## config.mk

```make
export PLATFORM = sky130hd
export DESIGN_NAME = bp_predict
export DESIGN_NICKNAME = d
export VERILOG_FILES = /design/src/rtl/bp_pkg.sv /design/src/rtl/bp_classify.sv /design/src/rtl/bp_target.sv /design/src/rtl/bp_resolve.sv /design/src/rtl/bp_predict.sv
export SDC_FILE = /design/constraint.sdc
export NUM_CORES = 1
export LEC_CHECK = 0
export CORE_MARGIN = 10
export CORE_UTILIZATION = 30
export DETAILED_ROUTE_END_ITERATION = 7
export PLACE_DENSITY_LB_ADDON = 0.12
export SYNTH_ARGS = -nofsm -noshare
export SYNTH_HDL_FRONTEND = slang
export SYNTH_HIERARCHICAL = 1
export SYNTH_SLANG_ARGS = --single-unit
```

## constraint.sdc

```tcl
create_clock -name clk_i -period 0.96 [get_ports clk_i]
set_input_delay 0.096 -clock clk_i [delete_from_list [all_inputs] [get_ports clk_i]]
set_output_delay 0.096 -clock clk_i [all_outputs]
set_load 0.01 [all_outputs]
```

## src/rtl/bp_pkg.sv

```systemverilog
package bp_pkg;
  localparam int unsigned INSN_W = 32;
  localparam int unsigned OPC_W = 6;
  localparam int unsigned LDISP_W = 24;  // unconditional displacement, words
  localparam int unsigned SDISP_W = 14;  // conditional displacement, words
  localparam int unsigned LOFF_W = LDISP_W + 2;
  localparam int unsigned SOFF_W = SDISP_W + 2;

  localparam logic [OPC_W-1:0] OPC_JMP  = 6'h31;
  localparam logic [OPC_W-1:0] OPC_CJMP = 6'h32;
  localparam logic [OPC_W-1:0] OPC_RJMP = 6'h33;

  typedef enum logic [1:0] {
    BK_NONE,
    BK_JMP,
    BK_CJMP,
    BK_RJMP
  } br_kind_e;
endpackage

```

## src/rtl/bp_classify.sv

```systemverilog
module bp_classify
  import bp_pkg::*;
#(
  parameter int unsigned ADDR_W = 32
) (
  input  logic [INSN_W-1:0] insn_i,
  output br_kind_e          kind_o,
  output logic              pred_o,
  output logic              abs_o,
  output logic [ADDR_W-1:0] offset_o
);
  localparam int unsigned LPAD = ADDR_W - LOFF_W;
  localparam int unsigned SPAD = ADDR_W - SOFF_W;

  logic [OPC_W-1:0]  opc;
  logic [ADDR_W-1:0] loff;
  logic [ADDR_W-1:0] soff;
  logic              unused_bit0;

  assign opc = insn_i[INSN_W-1 -: OPC_W];
  assign unused_bit0 = insn_i[0];
  assign abs_o = insn_i[1];

  // sign-extended byte offsets for both direct formats
  assign loff = {{LPAD{insn_i[LDISP_W+1]}}, insn_i[LDISP_W+1:2], 2'b00};
  assign soff = {{SPAD{insn_i[SDISP_W+1]}}, insn_i[SDISP_W+1:2], 2'b00};

  always_comb begin
    kind_o   = BK_NONE;
    pred_o   = 1'b0;
    offset_o = '0;
    case (opc)
      OPC_JMP: begin
        kind_o   = BK_JMP;
        pred_o   = 1'b1;
        offset_o = loff;
      end
      OPC_CJMP: begin
        kind_o   = BK_CJMP;
        pred_o   = insn_i[SDISP_W+1];  // backward taken
        offset_o = soff;
      end
      OPC_RJMP: begin
        kind_o = BK_RJMP;
        pred_o = 1'b0;  // no target known at decode
      end
      default: ;
    endcase
  end
endmodule

```

## src/rtl/bp_target.sv

```systemverilog
module bp_target #(
  parameter int unsigned ADDR_W = 32
) (
  input  logic [ADDR_W-1:0] pc_i,
  input  logic [ADDR_W-1:0] offset_i,
  input  logic              abs_i,
  output logic [ADDR_W-1:0] target_o
);
  assign target_o = abs_i ? offset_i : pc_i + offset_i;
endmodule

```

## src/rtl/bp_resolve.sv

```systemverilog
module bp_resolve #(
  parameter int unsigned ADDR_W = 32
) (
  input  logic              valid_i,
  input  logic              pred_taken_i,
  input  logic              taken_i,
  input  logic [ADDR_W-1:0] pc_i,
  input  logic [ADDR_W-1:0] target_i,
  output logic              miss_o,
  output logic [ADDR_W-1:0] fix_target_o
);
  localparam logic [ADDR_W-1:0] STEP = ADDR_W'(4);

  assign miss_o = valid_i & (pred_taken_i ^ taken_i);
  assign fix_target_o = taken_i ? target_i : pc_i + STEP;
endmodule

```

## src/rtl/bp_predict.sv

```systemverilog
module bp_predict
  import bp_pkg::*;
#(
  parameter int unsigned ADDR_W = 32
) (
  input  logic              clk_i,
  input  logic              rst_ni,
  input  logic              dec_valid_i,
  input  logic [INSN_W-1:0] dec_insn_i,
  input  logic [ADDR_W-1:0] dec_pc_i,
  input  logic              exe_valid_i,
  input  logic              exe_pred_taken_i,
  input  logic              exe_taken_i,
  input  logic [ADDR_W-1:0] exe_pc_i,
  input  logic [ADDR_W-1:0] exe_target_i,
  output logic              out_valid_o,
  output logic [INSN_W-1:0] out_insn_o,
  output logic [ADDR_W-1:0] out_pc_o,
  output logic              out_pred_taken_o,
  output logic              redirect_o,
  output logic              redir_fix_o,
  output logic [ADDR_W-1:0] target_o
);
  br_kind_e          kind;
  logic              pred;
  logic              abs_f;
  logic [ADDR_W-1:0] offset;
  logic [ADDR_W-1:0] pred_tgt;
  logic              miss;
  logic [ADDR_W-1:0] fix_tgt;
  logic              dec_take;
  logic              unused_kind;

  logic              out_valid_q;
  logic [INSN_W-1:0] out_insn_q;
  logic [ADDR_W-1:0] out_pc_q;
  logic              out_pred_q;
  logic              redir_q;
  logic              fix_q;
  logic [ADDR_W-1:0] tgt_q;

  bp_classify #(.ADDR_W(ADDR_W)) u_cls (
    .insn_i   (dec_insn_i),
    .kind_o   (kind),
    .pred_o   (pred),
    .abs_o    (abs_f),
    .offset_o (offset)
  );

  bp_target #(.ADDR_W(ADDR_W)) u_tgt (
    .pc_i     (dec_pc_i),
    .offset_i (offset),
    .abs_i    (abs_f),
    .target_o (pred_tgt)
  );

  bp_resolve #(.ADDR_W(ADDR_W)) u_res (
    .valid_i      (exe_valid_i),
    .pred_taken_i (exe_pred_taken_i),
    .taken_i      (exe_taken_i),
    .pc_i         (exe_pc_i),
    .target_i     (exe_target_i),
    .miss_o       (miss),
    .fix_target_o (fix_tgt)
  );

  assign unused_kind = ^kind;
  // execute correction overrides the decode prediction
  assign dec_take = dec_valid_i & pred & ~miss;

  always_ff @(posedge clk_i or negedge rst_ni) begin
    if (!rst_ni) begin
      out_valid_q <= 1'b0;
      out_insn_q  <= '0;
      out_pc_q    <= '0;
      out_pred_q  <= 1'b0;
      redir_q     <= 1'b0;
      fix_q       <= 1'b0;
      tgt_q       <= '0;
    end else begin
      out_valid_q <= dec_valid_i & ~miss;
      out_insn_q  <= dec_insn_i;
      out_pc_q    <= dec_pc_i;
      out_pred_q  <= dec_take;
      redir_q     <= miss | dec_take;
      fix_q       <= miss;
      if (miss)          tgt_q <= fix_tgt;
      else if (dec_take) tgt_q <= pred_tgt;
      else               tgt_q <= '0;
    end
  end

  assign out_valid_o      = out_valid_q;
  assign out_insn_o       = out_insn_q;
  assign out_pc_o         = out_pc_q;
  assign out_pred_taken_o = out_pred_q;
  assign redirect_o       = redir_q;
  assign redir_fix_o      = fix_q;
  assign target_o         = tgt_q;
endmodule

```

======== After elaboration in Yosys (flattened, before gate mapping) ========
Cells that the tools add are included.
cells by class
  add/sub/neg operators ................... 2
  eq/ne operators ......................... 2
  multiplexer cells ....................... 6
  bitwise gates (word level) .............. 7
operators by type and width
  kind                     count
  $mux W32                 4
  $pmux W32 S2             1
  $add A32 B3 Y32 const B  1
  $add A32 B32 Y32         1
  $eq A6 B6 Y1 const B     2
  $and A1 B1 Y1            4
  $pmux W1 S2              1
  $not A1 Y1               1
  $or A1 B1 Y1             1
  $xor A1 B1 Y1            1
word-level totals
  register bits after elaboration ......... 100
  input port bits ......................... 134
  output and inout bits ................... 100
  word-level logic and storage cells ...... 24

======== Logic depth before layout (Yosys ltp) ========
  word-level depth ........................ 6
  mapped depth ............................ 16
  gate-level depth less buffers ........... 13

======== Hierarchy ========
The synthesis kept the hierarchy.
modules (own cells, without submodules)
  module       instances  cells an instance  area an instance (um^2)  seq. area each (um^2)
  bp_predict   1          215                3081.7                   2502.4
  bp_target    1          301                2135.8                   0.0
  bp_resolve   1          165                1028.5                   0.0
  bp_classify  1          60                 454.2                    0.0

======== Worst setup path before layout ========
OpenSTA, ideal clock, no wires.
  path type ............................... input to register
  from .................................... input dec_insn_i[28]
  to ...................................... register tgt_q[19], in the netlist target_o[19]
  library setup time ...................... 0.076 ns
  arrival ................................. 2.950 ns
  data required time ...................... 0.884 ns
  setup slack ............................. -2.066 ns
  cell stages on the path ................. 15
  path buffers ............................ 2
  cells stage by stage .................... nand4bb_1 buf_2 buf_2 nor3b_2 ha_1 a21o_1 nor2_1 nand4bb_4 a31oi_2 o21ai_2 a221o_1 or4b_1 nand3_1 nand3_1 o21ai_1
between the ends
  word-level cells in the longest chain between the ends .. 6
  elaborated cells between the ends (all ways) .. 10
  classes of those cells .................. 1 x add/sub; 2 x eq/ne; 5 x mux; 2 x bitwise
RTL lines
  item                    RTL line           text
  start: declaration      bp_predict.sv:9    input logic [INSN_W-1:0] dec_insn_i,
  $eq A6 B6 Y1            bp_classify.sv:32  case (opc)
  $pmux W32 S2 (*)        bp_classify.sv:32
  net offset[6]           bp_predict.sv:27   logic [ADDR_W-1:0] offset;
  $add A32 B32 Y32 (*)    bp_target.sv:9     assign target_o = abs_i ? offset_i : pc_i + offset_i;
  $mux W32 (*)            bp_target.sv:9
  net pred_tgt[19]        bp_predict.sv:28   logic [ADDR_W-1:0] pred_tgt;
  $mux W32 (*)            bp_predict.sv:88   else if (dec_take) tgt_q <= pred_tgt;
  $mux W32 (*)            bp_predict.sv:87   if (miss) tgt_q <= fix_tgt;
  end signal: assignment  bp_predict.sv:87
  end signal: assignment  bp_predict.sv:88
  end: declaration        bp_predict.sv:40   logic [ADDR_W-1:0] tgt_q;
Mark *: on every way through the listed nets, which the timed path passes. The rest lies on a longest branch.

======== Final worst setup path ========
Ends and elaborated chain as after synthesis.

==> key figures <==
Status
  • Run status: finished, violations left
  • Failing checks: negative setup slack

Pwr
  • Total Power: approximately 12 mW
  • P_leak: 5.41 nW
  • Pwr dens: 961 nW/µm²
  • Worst vdd ir: roughly 0.8 mV

Routing
  • DRC errors left: 0
  • Antenna viol nets, final: 0
  • Drt total wl: around 26,000 µm
  • DRT iter0 DRCs: 387
  • Via-per-instance ratio: 4.87
  • Wire per inst: ~18 µm
  • DR vias: 7,086
  • Initial DRT Pass Iterations: 5

Setup path
  • Critical path arrival: 3.12 ns
  • Critical Path RT: between 1 and 1.5 ns
  • Type of destination of the critical path: flip-flop
  • Critical-path cell list: buf_6 -> nand4bb_4 -> buf_12 -> buf_12 -> nor3b_4 -> ha_4 -> a21o_1 -> nand2_2 -> nand4bb_4 -> a31oi_4 -> o21ai_4 -> a221o_1 -> or4b_4 -> nand3_2 -> nand3_1 -> o21ai_1
  • Worst path slowest cell: or4b_4
  • CP max FO: 8
  • CP max stage delay: about 0.49 ns
  • Crit path launch type: primary input
  • Critical path type: in -> reg

Floorplanning
  • FP Rows: 54
  • CORE AREA: between 20,000 and 25,000 µm²
  • Die area: 28,700 µm²
  • Initial Utilization: a little under a third
  • I/O pins: 234
  • Die width: 169 µm
  • Die Height: around 170 µm

STA
  • Final worst slack: -1.87 ns
  • Max Slew Vio Count: 0
  • Min Hold Slack: 0.0708 ns
  • Fin crit share: 294%
  • Final setup vio count: 47
  • Unrepaired setup endpoints after global routing: yes
  • Fin. Hold Viols: 0
  • Min cycle time layout: 2.83 ns
  • Max Freq: 0.354 GHz

Job
  • Max cap viols: 0

Clock tree
  • TritonCTS clock tree: yes
  • Clock Pin Slew Worst Setup and Hold Paths: 0.07 ns
  • Root buffer cell: clkbuf_16
  • H-tree Lvls: 3
  • Clock buffer depth: 2
  • Clock Sinks: 100
  • TritonCTS Buffers: 9

Logic synthesis
  • Post-Synthesis Cells: 737
  • Number of synthesis warnings: 6
  • Mapped Avg Cell Area: 9.07 µm²
  • Area of the mapped netlist: 6690 µm²

Final layout
  • Layout Nets: 1,336
  • FF/Latch Area: 2500 µm²
  • Diode count: 0
  • Layout fillers: 2,013
  • Design area: 12,000 µm²
  • Share of layout cells above drive strength 1: 42.8%
  • Layout overhead on the synthesized area: 80.0%
  • Post-route insts no fill: 1,454
  • Multi-input logic area: 4500 µm²

Placement
  • GP Congestion: 0.856
  • I/O Buffers: ~230
  • Area after DPL: about 11,000 µm²
  • HPWL Detailed: between 15,000 and 20,000 µm
  • Dpl cells: 1,383

Global routing
  • Vias in the first global route: 7,288
  • Largest net degree at the start of global routing: 55
  • GRT Overall Usage: roughly 18%
  • Initial antenna violation count: 0
  • Congestion Overflow GR: 0
  • First-pass GRT wire length: 40,600 µm

Min path
  • Hold depth: 1
  • HP Class: in -> reg
## where the power goes
part	total, mW	switching, mW	internal (mW)
clock	3.66	1.64	2.02
sequential	4.52	0.0837	4.44
combinational	3.37	1.53	1.84
total	11.6	3.26	8.30
## cell usage in the layout, fill, tap and decap left out, types with 6 or more instances in the layout
cell             count
o21ai_1             46
a31oi_1             16
ha_1                18
nand4_1             12
nor3b_1              6
inv_1                8
nor3b_4             11
and3_1               7
ha_4                11
dfrtp_1            100
nor2_1              29
a21o_1              21
a21oi_1             13
xnor2_1             16
a21oi_4              7
buf_6               71
o211ai_1             6
nand3_1             38
nand3_2             14
or4_1               15
a21oi_2             14
buf_4              202
o31ai_1             13
buf_12              15
dlygate4sd3_1        6
nand3b_1            11
xor2_1              16
clkbuf_16            9
o21ai_2             16
o21ai_0             14
nand2_1             88
clkdlybuf4s50_1    121
buf_2               55
## area by class of cell
type                    count  share of cell area, %
clock inverters             6                  0.541
flip-flops and latches    100                   20.8
repair buffers            480                   36.2
clock buffers              10                   1.90
multi-input cells         569                   37.4
inverters                   9                  0.281
well taps                 280                   2.91
## flip-flops by register name, summed over array words and instances (netlist names)
register / cells
redir_fix_o: 1
out_pc_o: 32
out_pred_taken_o: 1
target_o: 32
out_insn_o: 32
redirect_o: 1
out_valid_o: 1
## worst paths after layout
check,from,to,slack [ns]
max,dec_insn_i[28],target_o[19]$_DFF_PN0_,-1.87
min in group asynchronous,rst_ni,out_insn_o[8]$_DFF_PN0_,0.11
max in group asynchronous,rst_ni,target_o[23]$_DFF_PN0_,0.31
min,dec_pc_i[1],out_pc_o[1]$_DFF_PN0_,0.07
## worst max-delay path, delay by kind of cell
kind	cells	cell delay (ns)
compound gates	5	0.99
fa+ha+maj	1	0.25
buf+inv	3	0.41
simple gates	7	1.36
## through the flow
stage,setup slack [ns],setup TNS [ns],util [%]
3_3_place_gp,-2.63,-71.25,48.7
5_1_grt,-1.97,-51.35,55.0
3_5_place_dp,-2.66,-71.86,48.7
6_report,-1.87,-46.40,55.0
4_1_cts,-1.93,-46.97,52.5
2_1_floorplan,-1.96,-41.59,-
## timing repair
action / CTS / global route
cloned: 5 / 0
setup endpoints to repair: 136 / 131
hold buffers: 5 / 1
hold endpoints to repair: 104 / 1
pin swaps: 68 / 82
setup buffers: 33 / 19
resized for setup: 562 / 92
## metal layers
layer | GRT usage (%) | share of wire, % | vias to the layer above | wire length, µm
met4 | 4.69 | 1.3 | 0 | 331
met1 | 23.4 | 46 | 3300 | 11900
li1 | - | - | 3553 | -
met2 | 27.0 | 45 | 214 | 11600
met5 | 0 | 0 | - | 0
met3 | 5.03 | 7.4 | 19 | 1890
(Power assumes the default switching activity.)
